[src/rtl/sio_pkg.sv]
package sio_pkg;
  localparam int unsigned BYTE_W = 8;
  localparam int unsigned PTR_W  = 4;
  localparam int unsigned NREG   = 1 << PTR_W;
  localparam int unsigned NCH    = 2;

  typedef logic [BYTE_W-1:0] byte_t;
  typedef logic [PTR_W-1:0]  ptr_t;

  localparam ptr_t A_STAT0  = 4'd0;
  localparam ptr_t A_STAT1  = 4'd1;
  localparam ptr_t A_VEC    = 4'd2;
  localparam ptr_t A_PEND   = 4'd3;
  localparam ptr_t A_RXCFG  = 4'd3;
  localparam ptr_t A_MODE   = 4'd4;
  localparam ptr_t A_TXCFG  = 4'd5;
  localparam ptr_t A_SYNC   = 4'd7;
  localparam ptr_t A_DATA   = 4'd8;
  localparam ptr_t A_MASTER = 4'd9;
  localparam ptr_t A_STAT10 = 4'd10;
  localparam ptr_t A_MISC   = 4'd10;
  localparam ptr_t A_MIRROR = 4'd11;
  localparam ptr_t A_TCLO   = 4'd12;
  localparam ptr_t A_TCHI   = 4'd13;
  localparam ptr_t A_DPLL   = 4'd14;
  localparam ptr_t A_IEN    = 4'd15;

  localparam int unsigned OPT_EXT_BIT = 6;

  typedef enum logic [1:0] {
    RC_NONE = 2'b00,
    RC_CHA  = 2'b01,
    RC_CHB  = 2'b10,
    RC_ALL  = 2'b11
  } rst_cmd_e;
endpackage

[src/rtl/sio_gap.sv]
module sio_gap #(
  parameter int unsigned REC_CYC = 4
) (
  input  logic clk,
  input  logic rst,
  input  logic acc,
  output logic viol
);
  localparam int unsigned CW = $clog2(REC_CYC + 1);
  localparam logic [CW-1:0] LIMIT = CW'(REC_CYC);

  logic [CW-1:0] since_q;
  logic          seen_q;

  always_ff @(posedge clk) begin
    if (rst) begin
      since_q <= '0;
      seen_q  <= 1'b0;
      viol    <= 1'b0;
    end else begin
      viol <= acc && seen_q && (since_q < LIMIT);
      if (acc) begin
        since_q <= CW'(1);
        seen_q  <= 1'b1;
      end else if (since_q < LIMIT) begin
        since_q <= since_q + CW'(1);
      end
    end
  end

  AST_VIOL_NEEDS_ACC: assert property (@(posedge clk) disable iff (rst)
    viol |-> $past(acc));
  AST_NO_VIOL_FIRST: assert property (@(posedge clk) disable iff (rst)
    (acc && !seen_q) |=> !viol);
endmodule

[src/rtl/sio_common.sv]
module sio_common
  import sio_pkg::*;
(
  input  logic       clk,
  input  logic       rst,
  input  logic       vec_we,
  input  logic       mst_we,
  input  byte_t      wdata,
  output byte_t      vec_q,
  output logic [5:0] mst_q,
  output logic       clr_a,
  output logic       clr_b,
  output logic       clr_all
);
  rst_cmd_e cmd;
  assign cmd = rst_cmd_e'(wdata[7:6]);

  always_ff @(posedge clk) begin
    if (rst) begin
      vec_q   <= '0;
      mst_q   <= '0;
      clr_a   <= 1'b0;
      clr_b   <= 1'b0;
      clr_all <= 1'b0;
    end else begin
      clr_a   <= 1'b0;
      clr_b   <= 1'b0;
      clr_all <= 1'b0;
      if (vec_we) vec_q <= wdata;
      if (mst_we) begin
        case (cmd)
          RC_ALL: begin
            vec_q   <= '0;
            mst_q   <= '0;
            clr_a   <= 1'b1;
            clr_b   <= 1'b1;
            clr_all <= 1'b1;
          end
          RC_CHA: begin
            mst_q <= wdata[5:0];
            clr_a <= 1'b1;
          end
          RC_CHB: begin
            mst_q <= wdata[5:0];
            clr_b <= 1'b1;
          end
          default: mst_q <= wdata[5:0];
        endcase
      end
    end
  end

  AST_FULL_CLEARS_MASTER: assert property (@(posedge clk) disable iff (rst)
    (mst_we && wdata[7:6] == 2'b11) |=> (mst_q == 6'd0 && vec_q == 8'd0));
  AST_CHAN_CMD_STORES: assert property (@(posedge clk) disable iff (rst)
    (mst_we && wdata[7:6] != 2'b11) |=> (mst_q == $past(wdata[5:0])));
  AST_ALL_IMPLIES_BOTH: assert property (@(posedge clk) disable iff (rst)
    clr_all |-> (clr_a && clr_b));
endmodule

[src/rtl/sio_chan.sv]
module sio_chan
  import sio_pkg::*;
(
  input  logic       clk,
  input  logic       rst,
  input  logic       clr,
  input  logic       acc_ctl,
  input  logic       acc_dat,
  input  logic       acc_wr,
  input  byte_t      wdata,
  input  byte_t      st0,
  input  byte_t      st1,
  input  byte_t      st10,
  input  byte_t      rxd,
  input  byte_t      rr2_v,
  input  byte_t      rr3_v,
  output byte_t      rd_byte,
  output logic       vec_we,
  output logic       mst_we,
  output logic       tx_push,
  output byte_t      tx_byte,
  output logic       rx_pop,
  output logic       cmd_v,
  output logic [3:0] cmd_code,
  output logic       dcmd_v,
  output logic [2:0] dcmd_code,
  output byte_t      cfg_sync,
  output byte_t      cfg_opt,
  output logic [4:0] cfg_dpll
);
  ptr_t  ptr_q;
  byte_t wreg [NREG];
  byte_t opt_q;
  ptr_t  sel;
  logic  ext;
  logic  reg_wr;

  assign sel    = acc_dat ? A_DATA : ptr_q;
  assign ext    = opt_q[OPT_EXT_BIT];
  assign reg_wr = acc_ctl && acc_wr && (ptr_q != '0);
  assign vec_we = reg_wr && (ptr_q == A_VEC);
  assign mst_we = reg_wr && (ptr_q == A_MASTER);

  always_ff @(posedge clk) begin
    if (rst || clr) begin
      ptr_q     <= '0;
      opt_q     <= '0;
      tx_push   <= 1'b0;
      tx_byte   <= '0;
      rx_pop    <= 1'b0;
      cmd_v     <= 1'b0;
      cmd_code  <= '0;
      dcmd_v    <= 1'b0;
      dcmd_code <= '0;
      for (int i = 0; i < NREG; i++) wreg[i] <= '0;
    end else begin
      tx_push <= 1'b0;
      rx_pop  <= 1'b0;
      cmd_v   <= 1'b0;
      dcmd_v  <= 1'b0;
      if (acc_ctl) begin
        if (ptr_q == '0) begin
          if (acc_wr) begin
            ptr_q    <= wdata[3:0];
            cmd_v    <= |wdata[7:4];
            cmd_code <= wdata[7:4];
          end
        end else begin
          ptr_q <= '0;
          if (acc_wr) begin
            case (ptr_q)
              A_SYNC: begin
                if (wreg[A_IEN][0]) opt_q <= wdata;
                else                wreg[A_SYNC] <= wdata;
              end
              A_DATA: begin
                tx_push <= 1'b1;
                tx_byte <= wdata;
              end
              A_DPLL: begin
                wreg[A_DPLL] <= {3'b000, wdata[4:0]};
                dcmd_v       <= |wdata[7:5];
                dcmd_code    <= wdata[7:5];
              end
              A_VEC, A_MASTER: ;
              default: wreg[ptr_q] <= wdata;
            endcase
          end else if (ptr_q == A_DATA) begin
            rx_pop <= 1'b1;
          end
        end
      end else if (acc_dat) begin
        if (acc_wr) begin
          tx_push <= 1'b1;
          tx_byte <= wdata;
        end else begin
          rx_pop <= 1'b1;
        end
      end
    end
  end

  always_comb begin
    rd_byte = '0;
    case (sel)
      A_STAT0:  rd_byte = st0;
      A_STAT1:  rd_byte = st1;
      A_VEC:    rd_byte = rr2_v;
      A_PEND:   rd_byte = rr3_v;
      A_MODE:   rd_byte = ext ? wreg[A_MODE]  : '0;
      A_TXCFG:  rd_byte = ext ? wreg[A_TXCFG] : '0;
      A_DATA:   rd_byte = rxd;
      A_MASTER: rd_byte = ext ? wreg[A_RXCFG] : '0;
      A_STAT10: rd_byte = st10;
      A_MIRROR: rd_byte = ext ? wreg[A_MISC]  : '0;
      A_TCLO:   rd_byte = wreg[A_TCLO];
      A_TCHI:   rd_byte = wreg[A_TCHI];
      A_IEN:    rd_byte = wreg[A_IEN];
      default:  rd_byte = '0;
    endcase
  end

  assign cfg_sync = wreg[A_SYNC];
  assign cfg_opt  = opt_q;
  assign cfg_dpll = wreg[A_DPLL][4:0];

  AST_PTR_RETURNS: assert property (@(posedge clk) disable iff (rst)
    (acc_ctl && ptr_q != '0) |=> (ptr_q == '0));
  AST_PTR_LOADS: assert property (@(posedge clk) disable iff (rst)
    (acc_ctl && acc_wr && ptr_q == '0 && !clr) |=> (ptr_q == $past(wdata[3:0])));
  AST_OPT_KEEPS_SYNC: assert property (@(posedge clk) disable iff (rst)
    (reg_wr && ptr_q == A_SYNC && wreg[A_IEN][0] && !clr) |=> $stable(cfg_sync));
  AST_DPLL_STATE: assert property (@(posedge clk) disable iff (rst)
    (reg_wr && ptr_q == A_DPLL && !clr) |=> (cfg_dpll == $past(wdata[4:0])));
  AST_DATA_PORT_KEEPS_PTR: assert property (@(posedge clk) disable iff (rst)
    (acc_dat && !acc_ctl && !clr) |=> $stable(ptr_q));
endmodule

[src/rtl/sio_regbank.sv]
module sio_regbank
  import sio_pkg::*;
#(
  parameter int unsigned REC_CYC = 4
) (
  input  logic        clk,
  input  logic        rst,
  input  logic        acc_valid,
  input  logic        acc_chan,
  input  logic        acc_data,
  input  logic        acc_wr,
  input  logic [7:0]  acc_wdata,
  input  logic [15:0] stat_rr0,
  input  logic [15:0] stat_rr1,
  input  logic [15:0] stat_rr10,
  input  logic [15:0] rx_byte_in,
  input  logic [5:0]  irq_pend,
  input  logic [2:0]  vec_code,
  output logic        rd_valid,
  output logic [7:0]  rd_data,
  output logic        recov_viol,
  output logic        cmd_valid,
  output logic        cmd_chan,
  output logic [3:0]  cmd_code,
  output logic [1:0]  tx_push,
  output logic [7:0]  tx_byte,
  output logic [1:0]  rx_pop,
  output logic        dpll_cmd_valid,
  output logic        dpll_cmd_chan,
  output logic [2:0]  dpll_cmd_code,
  output logic [1:0]  chan_reset,
  output logic        hw_reset,
  output logic [15:0] cfg_sync,
  output logic [15:0] cfg_opt,
  output logic [9:0]  cfg_dpll,
  output logic [5:0]  cfg_mic
);
  byte_t       rdb      [NCH];
  byte_t       txb      [NCH];
  byte_t       rr2      [NCH];
  byte_t       rr3      [NCH];
  logic [3:0]  cc       [NCH];
  logic [2:0]  dc       [NCH];
  logic [NCH-1:0] vec_we, mst_we, cmd_v, dcmd_v, clr;
  byte_t       vec_q;
  logic [5:0]  mst_q;
  logic        clr_a, clr_b, clr_all;

  sio_gap #(.REC_CYC(REC_CYC)) u_gap (
    .clk  (clk),
    .rst  (rst),
    .acc  (acc_valid),
    .viol (recov_viol)
  );

  sio_common u_common (
    .clk     (clk),
    .rst     (rst),
    .vec_we  (|vec_we),
    .mst_we  (|mst_we),
    .wdata   (acc_wdata),
    .vec_q   (vec_q),
    .mst_q   (mst_q),
    .clr_a   (clr_a),
    .clr_b   (clr_b),
    .clr_all (clr_all)
  );

  assign clr = {clr_b, clr_a};

  assign rr2[0] = vec_q;
  assign rr2[1] = mst_q[0] ? {vec_q[7:4], vec_code, vec_q[0]} : vec_q;
  assign rr3[0] = {2'b00, irq_pend};
  assign rr3[1] = '0;

  for (genvar c = 0; c < NCH; c++) begin : g_ch
    logic sel_c;
    assign sel_c = acc_valid && (acc_chan == c[0]);

    sio_chan u_chan (
      .clk       (clk),
      .rst       (rst),
      .clr       (clr[c]),
      .acc_ctl   (sel_c && !acc_data),
      .acc_dat   (sel_c && acc_data),
      .acc_wr    (acc_wr),
      .wdata     (acc_wdata),
      .st0       (stat_rr0[c*8 +: 8]),
      .st1       (stat_rr1[c*8 +: 8]),
      .st10      (stat_rr10[c*8 +: 8]),
      .rxd       (rx_byte_in[c*8 +: 8]),
      .rr2_v     (rr2[c]),
      .rr3_v     (rr3[c]),
      .rd_byte   (rdb[c]),
      .vec_we    (vec_we[c]),
      .mst_we    (mst_we[c]),
      .tx_push   (tx_push[c]),
      .tx_byte   (txb[c]),
      .rx_pop    (rx_pop[c]),
      .cmd_v     (cmd_v[c]),
      .cmd_code  (cc[c]),
      .dcmd_v    (dcmd_v[c]),
      .dcmd_code (dc[c]),
      .cfg_sync  (cfg_sync[c*8 +: 8]),
      .cfg_opt   (cfg_opt[c*8 +: 8]),
      .cfg_dpll  (cfg_dpll[c*5 +: 5])
    );
  end

  assign tx_byte        = tx_push[1] ? txb[1] : txb[0];
  assign cmd_valid      = |cmd_v;
  assign cmd_chan       = cmd_v[1];
  assign cmd_code       = cmd_v[1] ? cc[1] : cc[0];
  assign dpll_cmd_valid = |dcmd_v;
  assign dpll_cmd_chan  = dcmd_v[1];
  assign dpll_cmd_code  = dcmd_v[1] ? dc[1] : dc[0];
  assign chan_reset     = clr;
  assign hw_reset       = clr_all;
  assign cfg_mic        = mst_q;

  always_ff @(posedge clk) begin
    if (rst) begin
      rd_valid <= 1'b0;
      rd_data  <= '0;
    end else begin
      rd_valid <= acc_valid && !acc_wr;
      if (acc_valid && !acc_wr) rd_data <= acc_chan ? rdb[1] : rdb[0];
    end
  end

  AST_RD_ONE_CYCLE: assert property (@(posedge clk) disable iff (rst)
    rd_valid |-> $past(acc_valid && !acc_wr));
  AST_TX_ONE_CHAN: assert property (@(posedge clk) disable iff (rst)
    $onehot0(tx_push));
  AST_TX_NEEDS_WRITE: assert property (@(posedge clk) disable iff (rst)
    (|tx_push) |-> $past(acc_valid && acc_wr));
endmodule

[config.mk]
export PLATFORM = sky130hd
export DESIGN_NAME = sio_regbank
export DESIGN_NICKNAME = d
export VERILOG_FILES = /design/src/rtl/sio_pkg.sv /design/src/rtl/sio_gap.sv /design/src/rtl/sio_common.sv /design/src/rtl/sio_chan.sv /design/src/rtl/sio_regbank.sv
export SDC_FILE = /design/constraint.sdc
export NUM_CORES = 1
export LEC_CHECK = 0
export BUFFER_PORTS_ARGS = -buffer_cell sky130_fd_sc_hd__buf_4
export CORE_MARGIN = 2
export CORE_UTILIZATION = 50
export CTS_BUF_LIST = sky130_fd_sc_hd__clkbuf_16
export DETAILED_ROUTE_END_ITERATION = 8
export HOLD_SLACK_MARGIN = 0.1
export PLACE_DENSITY = 0.83
export SLEW_MARGIN = 20
export SYNTH_ARGS = -nofsm -noshare
export SYNTH_HDL_FRONTEND = slang
export SYNTH_SLANG_ARGS = --single-unit
[constraint.sdc]
create_clock -name clk -period 2.8 [get_ports clk]
set_input_delay 0.56 -clock clk [delete_from_list [all_inputs] [get_ports clk]]
set_output_delay 0.56 -clock clk [all_outputs]
set_load 0.1 [all_outputs]
Yosys cells after proc, flatten, opt, wreduce, memory -nomap -nowiden
Memory sizes are Yosys's and may differ from the RTL's. Index checks and enable logic that the tools add are counted.

Register bits: 93. Bits in writable memories: 256. Input bits: 87. Output and inout bits: 84. Word-level logic and storage cells: 259. Memories kept: 2.

Memory list: g_ch[0].u_chan.wreg (words 16, bits a word 8, read ports 9, clocked after Yosys merged registers in 0, wr ports 16, line sio_chan.sv:32) `byte_t wreg [NREG];`; g_ch[1].u_chan.wreg (words 16, bits a word 8, read ports 9, clocked after Yosys merged registers in 0, wr ports 16, line sio_chan.sv:32).

Add/sub/neg operators: 1. Magnitude comparators: 1. Equal/unequal tests: 42. Multiplexer cells: 113. Bitwise operators: 13. Reduce and logical (&&, ||, !) cells: 58.

Operator list (number): 2-to-1 mux 8 bit (30); case mux 8 bit (13 select lines) (1); case mux 8 bit (12 select lines) (1); == test 4 bit (second input constant) (20); 2-to-1 mux 1 bit (70); 2-to-1 mux 4 bit (9); == test 4 x 3 -> 1 bit (second input constant) (6); == test 4 x 2 -> 1 bit (second input constant) (5); OR reduction 5 bit (4); logical AND 1 bit (17); logical NOT 4 bit (4); AND reduction 4 bit (4); OR reduction 2 bit (8); OR reduction 8 bit (2); != test 2 bit (second input constant) (6); AND reduction 5 bit (2); NOT 1 bit (9); OR reduction 3 bit (3); == test 4 x 1 -> 1 bit (second input constant) (2); nonzero test 4 bit (2); 2-to-1 mux 6 bit (1); AND reduction 3 bit (2); nonzero test 2 bit (3); == test 2 bit (second input constant) (2); other kinds (9) (15).

Longest topological paths before layout
Gate-level depths: netlist (run 1).

Word-level depth: 10. Gate-level depth with buffers: 9. Depth with buffers taken out: 6.

By module
A second synthesis (run 1) with hierarchy kept.

Cells, all modules: 990. Area, all modules: 11118.2 µm².

By module, submodules not included: sio_chan at g_ch[1].u_chan (times used 1, cells each 423, area each 4875.9 µm², seq. area each 2692.6 µm²); sio_chan at g_ch[0].u_chan (times used 1, cells each 428, area each 4774.6 µm², seq. area each 2692.6 µm²); sio_regbank (times used 1, cells each 70, area each 694.4 µm², seq. area each 180.2 µm²); sio_common (times used 1, cells each 53, area each 603.1 µm², seq. area each 340.3 µm²); sio_gap (times used 1, cells each 16, area each 170.2 µm², seq. area each 100.1 µm²).

Least setup slack after synthesis (run 1)
Ideal clock, no wire load.

Kind: input to register. Start point: input acc_data. End point: memory g_ch[1].u_chan.wreg[5][0] in the netlist's numbering, enable pin. Library setup time: 0.384 ns. Arrival: 2.220 ns. Required time: 2.416 ns. Setup slack: 0.196 ns. Cell stages on the path: 6. Buffers on the path: 2. Cell sequence: buf_6 -> nand2b_1 -> or4_1 -> buf_2 -> nand2b_4 -> o21ai_0.

RTL lines: start, declared (line sio_regbank.sv:10) `input logic acc_data,`; end, declared (line sio_chan.sv:32).

Worst setup path in the final report (run 1)
Start point: register g_ch[1].u_chan.ptr_q[3]. End point: register rd_data[5].

Longest elaborated chain between the ends: 4. Elaborated cells between the ends (all ways): 15. Those cells by class: 11 x eq/ne; 3 x mux; 1 x reduce/logical.

RTL lines: start, declared (line sio_chan.sv:31) `ptr_t ptr_q;`; start signal, assigned (line sio_chan.sv:64) `ptr_q <= wdata[3:0];`; 2-to-1 mux 4 bit (*) (line sio_chan.sv:38) `assign sel = acc_dat ? A_DATA : ptr_q;`; == test 4 bit (tied with other cells) (line sio_chan.sv:105) `case (sel)`; case mux 8 bit (12 select lines) (*) (line sio_chan.sv:105); 2-to-1 mux 8 bit (*) (line sio_regbank.sv:127) `if (acc_valid && !acc_wr) rd_data <= acc_chan ? rdb[1] : rdb[0];`; end signal, assigned (line sio_regbank.sv:127); end, declared (line sio_regbank.sv:20) `output logic [7:0] rd_data,`.

Mark *: on every way between the ends. The rest lies on a longest branch, timed or not. A chain may end at the register's enable or synchronous reset.

==> results.toml, run 1 <==
[critical_path]
crit_fanout = 19
crit_path_start_kind = "flip-flop"
cp.required_ns = 3.18
critPathKind = "flip-flop to flip-flop"
cp.arrival_ns = 3.06
crit_path_end_kind = "flip-flop"

[layout]
nets = 1282
regArea_um2 = 6010
fin_area_um2 = 13500
fillers = 1748
multi_input_area_um2 = 4650
area_delta_synth_final_pct = 21.8
num_antenna_cells = 0
postLayoutCoreUtil = 0.619
drive_gt1_frac = 0.267

[grt]
grt_remaining_overflow = 0
grt_pass1_wl_um = 53100
grt_max_degree = 31
grt_usage = 0.294
grt_antenna_before_repair = 0
grt_pass1_vias = 8958

[synthesis]
synth-edff-count = 138
synth_warnings = 0
seq_area_frac_synth = 0.544
netlist_instances = 1027
syn_area_per_cell_um2 = 10.8
async_flop_share = 0
synth_area_um2 = 11000
synth-main-ff-cell = "edfxtp_1"
synth.distinct_cells = 72
ys_ff_latch = 231
synth_fp_nets = 1115

[power]
peakVddDrop_mv = 0.315
power_density_nw_per_um2 = 565
p_leak_nw = 5.27

[sta]
tns_ns = 0
setup_viol = 0
timing.final.hold_violations = 0
rsz0062_at_grt = "no"
worst_slew_pin_slew_ns = 0.783
max_slew_margin = 0.476
min_period_ns = 2.67
finalMaxSlewViolations = 0
fin_crit_sh = 0.954
clock.fmax_ghz = 0.374
fin_skew_ns = 0.0191

[clock_tree]
cts_tree = "yes"
clkLatencyLatePin_ns = 0.53
clock_path_buffers = 3
clk_pin_slew_ns = 0.07
cts_resized = 0
postCtsSetupBuffers = 0
cts_root_buffer = "clkbuf_16"
postCtsHoldBufs = 0
cts_sinks = 231
cts_buffers = 24
cts_max_level = 1

[detailed_routing]
drtIter0Drc = 1170
vias_per_cell = 6.16
drc = 0
vias = 9188
drt.antenna.violating_nets = 0
drt_pass1_iterations = 6
postRouteWirelength_um = 35100
wl_per_cell_um = 23.5

[worst_hold_path]
hold_class = "input pin to flip-flop"

[die]
dieHeight_um = 153
dieArea_um2 = 23300
start_util = 0.508
fp.dieW_um = 153
num_rows = 54
core_area_um2 = 21800
ios = 171

[place]
port_buffers = 170
dpl_cell_area_um2 = 12700
place_congestion = 1.00
dpl.hpwl_um = 24800

[outcome]
status = "completed"

[run]
maxCapViolCount = 0
## state kept, by name (all words and copies together), names as in the netlist
| signal | count |
|---|---|
| g_ch.u_chan.wreg | 138 |
| g_ch.u_chan.cfg_opt | 16 |
| g_ch.u_chan.tx_byte | 16 |
| g_ch.u_chan.cmd_code | 8 |
| g_ch.u_chan.ptr_q | 8 |
| rd_data | 8 |
| u_common.vec_q | 8 |
| g_ch.u_chan.dcmd_code | 6 |
| u_common.mst_q | 6 |
| u_gap.since_q | 3 |
| g_ch.u_chan.cmd_v | 2 |
| g_ch.u_chan.dcmd_v | 2 |
| g_ch.u_chan.rx_pop | 2 |
| g_ch.u_chan.tx_push | 2 |
| rd_valid | 1 |
| u_common.clr_a | 1 |
| u_common.clr_all | 1 |
| u_common.clr_b | 1 |
| u_gap.seen_q | 1 |
| u_gap.viol | 1 |
## cells in the mapped netlist, types with 4 or more instances
| master | count | area, um^2 |
|---|---|---|
| and2_1 | 142 | 888 |
| edfxtp_1 | 138 | 4140 |
| dfxtp_1 | 93 | 1860 |
| nand2_1 | 86 | 323 |
| nor2_1 | 76 | 285 |
| clkbuf_1 | 44 | 165 |
| a21oi_1 | 40 | 200 |
| mux2i_1 | 36 | 360 |
| nand3_1 | 33 | 165 |
| a22oi_1 | 31 | 233 |
| mux2_2 | 27 | 304 |
| buf_2 | 23 | 115 |
| o21ai_0 | 21 | 105 |
| a32oi_1 | 18 | 158 |
| and3_1 | 18 | 113 |
| nand2b_1 | 16 | 100 |
| nor3_2 | 14 | 140 |
| a22o_1 | 13 | 114 |
| buf_4 | 13 | 97.6 |
| nor2b_1 | 12 | 75.1 |
| nor3_1 | 12 | 60.1 |
| a31oi_1 | 8 | 50.1 |
| a221o_1 | 6 | 60.1 |
| a221oi_1 | 6 | 52.6 |
| nor2_2 | 6 | 37.5 |
| nor3b_1 | 6 | 45.0 |
| o31ai_1 | 6 | 45.0 |
| or2_2 | 5 | 31.3 |
| a222oi_1 | 4 | 40.0 |
| a32o_1 | 4 | 40.0 |
| nor4_1 | 4 | 25.0 |
## routing by layer
layer / global-route usage / vias to the layer above / part of all wire
li1: - / 4067 / -
met1: 0.389 / 4430 / 0.38
met2: 0.471 / 579 / 0.46
met3: 0.0739 / 112 / 0.12
met4: 0.110 / 0 / 0.041
met5: 0 / - / 0
## critical path, cell delays in order (launching register included)
cell and delay, ns:
dfxtp_1 0.83, nor2b_1 0.36, a22o_1 0.32, a22oi_1 0.19
a21boi_1 0.11, o31ai_1 0.55, a311oi_1 0.17
## report_power, final
part | internal, mW | switching (mW) | total (mW)
clock | 1.76 | 1.32 | 3.08
combinational | 0.236 | 0.547 | 0.783
sequential | 3.68 | 0.0571 | 3.74
total | 5.67 | 1.93 | 7.60
## kinds of logic after synthesis
logic type,after synthesis,synth area share
adders and majority gates,1,0.00113
DFF,231,0.544
and+or+nand+nor,453,0.228
xor gates and xnor gates,1,0.000793
buffers and inverters,85,0.0366
AOI/OAI and AO/OA,190,0.124
muxes,66,0.0662
## layout make-up
class                   count  share of cell area
clock inverters            18             0.00790
flip-flops and latches    231               0.446
clock buffers              26              0.0483
repair buffers            224               0.126
well taps                 280              0.0260
inverters                   2            0.000558
multi-input cells         711               0.345
## metrics by stage
| step | hold WS, ns | setup WS [ns] | power, mW | cells |
|---|---|---|---|---|
| after detailed placement | 0.446 | 0.125 | 4.58 | 1448 |
| final | 0.331 | 0.128 | 7.60 | 1492 |
| after floorplan | 0.429 | 0.196 | 4.26 | 1027 |
| after global routing | 0.342 | 0.0701 | 7.80 | 1492 |
| after global placement | 0.435 | 0.210 | 4.57 | 1448 |
| after CTS | 0.314 | 0.217 | 7.60 | 1492 |
## final timing paths
kind	depth (start not counted)	end	startpoint	slack, ns
setup / recovery	6	rd_data[5]	g_ch[1].u_chan.ptr_q[3]	0.13
hold / removal	2	u_gap.since_q[1]	acc_valid	0.33
setup reg to reg	6	rd_data[5]	g_ch[1].u_chan.ptr_q[3]	0.13
hold reg to reg	2	g_ch[0].u_chan.cmd_code[2]	g_ch[0].u_chan.cmd_code[2]	0.45
## cell usage in the layout, fill, tap and decap left out, types with 6 or more instances in the layout
| cell | n |
|---|---|
| a221o_1 | 6 |
| a22oi_1 | 31 |
| mux2i_1 | 36 |
| mux2_2 | 27 |
| buf_4 | 223 |
| and3_1 | 18 |
| a32oi_1 | 18 |
| a31oi_1 | 8 |
| dfxtp_1 | 93 |
| edfxtp_1 | 138 |
| nand2b_1 | 16 |
| nand2_1 | 86 |
| inv_1 | 11 |
| o21ai_0 | 21 |
| a21oi_1 | 40 |
| and2_1 | 142 |
| nor2_1 | 76 |
| nor3b_1 | 6 |
| nor2_2 | 6 |
| a221oi_1 | 6 |
| nand3_1 | 33 |
| clkbuf_16 | 26 |
| nor3_2 | 14 |
| nor3_1 | 12 |
| nor2b_1 | 12 |
| o31ai_1 | 6 |
| a22o_1 | 13 |
Power figures use the tool's default switching activity.
==> inputs of run 2 (changes only) <==
--- a/config.mk
+++ b/config.mk
@@ -11,7 +11,7 @@
 export CTS_BUF_LIST = sky130_fd_sc_hd__clkbuf_16
 export DETAILED_ROUTE_END_ITERATION = 8
 export HOLD_SLACK_MARGIN = 0.1
-export PLACE_DENSITY = 0.83
+export PLACE_DENSITY_LB_ADDON = 0.05
 export SLEW_MARGIN = 20
 export SYNTH_ARGS = -nofsm -noshare
 export SYNTH_HDL_FRONTEND = slang
==> results.toml, run 2 (same netlist as run 1, synthesis figures left out) <==
[place]
dpl.hpwl_um = 24700
dpl.cell_count = 1455
place_congestion = 1.03
dpl_cell_area_um2 = 12700
port_buffers = 170

[sta]
min_period_ns = 2.49
worst_slew_pin_slew_ns = 0.726
timing.final.hold_violations = 0
fin_crit_sh = 0.890
rsz0062_at_grt = "no"
fin_skew_ns = 0.0178
setup_viol = 0
max_slew_margin = 0.515
clock.fmax_ghz = 0.401
finalMaxSlewViolations = 0
tns_ns = 0

[clock_tree]
cts_buffers = 24
postCtsHoldBufs = 0
clkLatencyLatePin_ns = 0.52
clock_path_buffers = 3
cts_max_level = 1
cts_tree = "yes"
cts_root_buffer = "clkbuf_16"
postCtsSetupBuffers = 0
clk_pin_slew_ns = 0.06
cts_sinks = 231
cts_resized = 0

[power]
power_mw = 7.52
p_leak_nw = 5.28
peakVddDrop_mv = 0.396
power_density_nw_per_um2 = 558

[grt]
grt-busiest-layer = "met2"
grt_util_met1 = 0.413
grt_usage = 0.293
grt_pass1_wl_um = 52000
met3_usage = 0.0657
grt_pass1_vias = 8431
grt_max_degree = 31
grt_antenna_before_repair = 1
grt_remaining_overflow = 0
use_met2 = 0.453

[critical_path]
worst_path_largest_cell_delay_ns = 0.79
cp.arrival_ns = 2.88
crit_path_end_kind = "flip-flop"
cp.required_ns = 3.18
critPathKind = "flip-flop to flip-flop"
cp_slowest_cell = "dfxtp_1"
worst-path-buf-inv = 0
crit_chain = "or2_0 > o21ai_1 > a221o_1 > o31ai_1 > a311oi_1"
crit_family = "compound AO/OA/AOI/OAI gates"
crit_path_start_kind = "flip-flop"
crit_fanout = 22

[die]
core_area_um2 = 21800
num_rows = 54
dieHeight_um = 153
fp.dieW_um = 153
start_util = 0.508
dieArea_um2 = 23300
ios = 171

[run]
maxCapViolCount = 0

[layout]
drive_gt1_frac = 0.268
final_cell_count_no_fill = 1497
fin_area_um2 = 13500
layout_common_cells = "buf_4 (231), and2_1 (142), edfxtp_1 (138)"
top_register = "g_ch.u_chan.wreg"
postLayoutCoreUtil = 0.619
nets = 1289
num_antenna_cells = 0
largest_register_ff_count = 138
area_delta_synth_final_pct = 21.9
final_common_cell = "buf_4"

[detailed_routing]
drtIter0Drc = 1002
vias_per_cell = 5.91
drt.antenna.violating_nets = 0
vias = 8840
postRouteWirelength_um = 35100
drt_pass1_iterations = 6
wl_per_cell_um = 23.5
drc = 0

[worst_hold_path]
hold_class = "input pin to flip-flop"

[outcome]
status = "completed"
-- run 2: changes by cell type in the layout (fill, tap and decap cells not counted) --
cell / before / now
clkbuf_16: 26 / 25
clkinv_1: 2 / 5
clkinv_2: 4 / 1
buf_4: 223 / 231
inv_1: 11 / 10
buf_12: 1 / 0
-- run 2: worst paths after layout --
kind                               endpoint  slack, ns                      start  depth (start not counted)
hold / removal             u_gap.since_q[2]       0.33                  acc_valid                          2
setup reg to reg                 rd_data[5]       0.31    g_ch[1].u_chan.ptr_q[0]                          5
setup / recovery                 rd_data[5]       0.31    g_ch[1].u_chan.ptr_q[0]                          5
hold reg to reg   g_ch[0].u_chan.tx_byte[5]       0.45  g_ch[0].u_chan.tx_byte[5]                          2
-- run 2: layer usage --
metal	routed length (um)	vias to the layer above
li1	-	4091
met1	14500	4193
met2	15900	473
met3	3600	83
met4	1190	0
met5	0	-
-- run 2: worst register-to-register path, delay by kind of cell (launching register included) --
| kind | cells | cell delay (ns) |
|---|---|---|
| simple gates | 1 | 0.27 |
| flops | 1 | 0.79 |
| compound gates | 4 | 1.30 |
-- run 2: per-stage QoR --
stage / hold slack (ns) / setup WS [ns]
final: 0.334 / 0.307
after global placement: 0.440 / 0.128
after CTS: 0.325 / 0.376
after detailed placement: 0.443 / 0.122
after floorplan: 0.429 / 0.196
after global routing: 0.346 / 0.137
-- run 2: power by group --
part	total [mW]	switching (mW)	internal (mW)
clock network	2.99	1.30	1.69
registers	3.74	0.0564	3.68
logic	0.793	0.550	0.243
total	7.52	1.90	5.61
-- run 2: layout make-up --
cell class	instances	area (um^2)
Clock inverter	17	98.8
Multi-Input combinational cell	711	4650
Inverter	2	7.51
Timing Repair Buffer	231	1730
Tap cell	280	350
Clock buffer	25	626
Fill cell	1841	8290
Sequential cell	231	6010
==> inputs of run 3 (changes only) <==
==> constraint.sdc (replaced) <==
create_clock -name clk -period 3 [get_ports clk]
set_input_delay 0.6 -clock clk [delete_from_list [all_inputs] [get_ports clk]]
set_output_delay 0.6 -clock clk [all_outputs]
set_load 0.1 [all_outputs]
==> results.toml, run 3 (same netlist as run 1, synthesis figures left out) <==
[clock_tree]
clock_path_buffers = 3
cts_buffers = 25
clkLatencyLatePin_ns = 0.52
cts_root_buffer = "clkbuf_16"
clk_pin_slew_ns = 0.07
postCtsSetupBuffers = 0
cts_tree = "yes"
cts_sinks = 231
cts_max_level = 1
postCtsHoldBufs = 0
cts_resized = 0

[grt]
grt_pass1_wl_um = 52800
grt_remaining_overflow = 0
grt_max_degree = 31
grt_antenna_before_repair = 0
grt_usage = 0.297
grt_pass1_vias = 8547

[critical_path]
r2r_cells = 5
worstReg2RegStart = "g_ch[1].u_chan.ptr_q[0]"
reg2reg_slack_ns = 0.12
worst_path_largest_cell_delay_ns = 0.82
crit_chain = "or2_0 > o21ai_1 > a221o_1 > a221oi_1 > o22ai_1"
cp_slowest_cell = "dfxtp_1"
rr_endpoint = "rd_data[1]"
critPathKind = "flip-flop to flip-flop"
crit_path_end_kind = "flip-flop"
crit_path_start_kind = "flip-flop"
cp.required_ns = 3.36
cp.arrival_ns = 3.24
crit_fanout = 22

[detailed_routing]
vias = 8940
postRouteWirelength_um = 35400
drt_pass1_iterations = 6
drtIter0Drc = 926
vias_per_cell = 6.03
drc = 0
wl_per_cell_um = 23.9
drt.antenna.violating_nets = 0

[layout]
final_cell_count_no_fill = 1482
area_delta_synth_final_pct = 20.8
nets = 1272
layout_common_cells = "buf_4 (212), and2_1 (142), edfxtp_1 (138)"
largest_register_ff_count = 138
final_common_cell = "buf_4"
postLayoutCoreUtil = 0.614
drive_gt1_frac = 0.258
top_register = "g_ch.u_chan.wreg"
num_antenna_cells = 0

[die]
dieHeight_um = 153
ios = 171
num_rows = 54
fp.dieW_um = 153
start_util = 0.508
dieArea_um2 = 23300
core_area_um2 = 21800

[place]
place_congestion = 1.06
dpl.hpwl_um = 24900
dpl.cell_count = 1437
place_ws_ns = 0.228
port_buffers = 170

[sta]
min_period_ns = 2.88
worst_slew_pin_slew_ns = 1.02
fin_ws_ns = 0.124
fin_crit_sh = 0.959
max_slew_margin = 0.305
clock.fmax_ghz = 0.348
finalMaxSlewViolations = 0
setup_viol = 0
fin_skew_ns = 0.0156
whs_ns = 0.374
tns_ns = 0
timing.final.hold_violations = 0
rsz0062_at_grt = "no"

[power]
p_leak_nw = 5.22
power_density_nw_per_um2 = 526
peakVddDrop_mv = 0.334

[outcome]
status = "completed"

[worst_hold_path]
hold_start = "acc_valid"
hold_depth = 2
hold_class = "input pin to flip-flop"
worst_hold_path.endpoint = "u_gap.since_q[2]"

[run]
maxCapViolCount = 0
run 3: cell types whose count changed in the layout (fill, tap and decap cells not counted):
| cell | delta |
|---|---|
| inv_2 | +2 |
| buf_4 | -19 |
| clkinvlp_4 | -2 |
| clkinv_2 | +2 |
| inv_1 | +2 |
| buf_12 | +1 |
| clkinv_1 | -1 |
run 3: worst max path at each step:
stage | start | endpoint | slack, ns | depth (start not counted)
detailed placement | acc_chan | rd_data[1] | 0.23 | 6
global placement | acc_chan | rd_data[1] | 0.21 | 6
floorplan | acc_data | g_ch[1].u_chan.wreg[5][0] | 0.36 | 6
global route | g_ch[1].u_chan.ptr_q[0] | rd_data[1] | 0.05 | 5
finish | g_ch[1].u_chan.ptr_q[0] | rd_data[1] | 0.12 | 5
CTS | g_ch[1].u_chan.ptr_q[0] | rd_data[1] | 0.26 | 5
run 3: routing by layer:
layer / track usage / vias to the layer above / routed length [um]
met5: 0 / - / 0
met4: 0.0992 / 0 / 1180
met3: 0.0458 / 76 / 3340
met2: 0.455 / 488 / 15900
met1: 0.433 / 4327 / 15000
li1: - / 4049 / -
run 3: per-stage QoR:
| step | power [mW] | cell area [um^2] |
|---|---|---|
| final | 7.02 | 13400 |
| after global routing | 7.21 | 13400 |
| after CTS | 7.04 | 13400 |
| after detailed placement | 4.28 | 12600 |
| after global placement | 4.28 | 12600 |
| after floorplan | 3.98 | 11000 |
run 3: final cells by class:
cell class                 count  area, um^2
fill                        1879        8400
sequential                   231        6010
multi-input combinational    711        4650
timing repair buffer         213        1610
clock buffer                  25         626
tap                          280         350
clock inverter                20         105
inverter                       2        7.51
run 3: power breakdown:
| group | leakage [nW] | total [mW] | switching, mW | internal [mW] |
|---|---|---|---|---|
| sequential | 2.18 | 3.49 | 0.0560 | 3.44 |
| clock | 0.402 | 2.79 | 1.21 | 1.58 |
| combinational | 2.64 | 0.731 | 0.512 | 0.219 |
run 3: worst max-delay path: cells and delay by family (launching register included):
kind | cells | cell delay [ns]
flops | 1 | 0.82
simple gates | 1 | 0.39
compound gates | 4 | 1.51
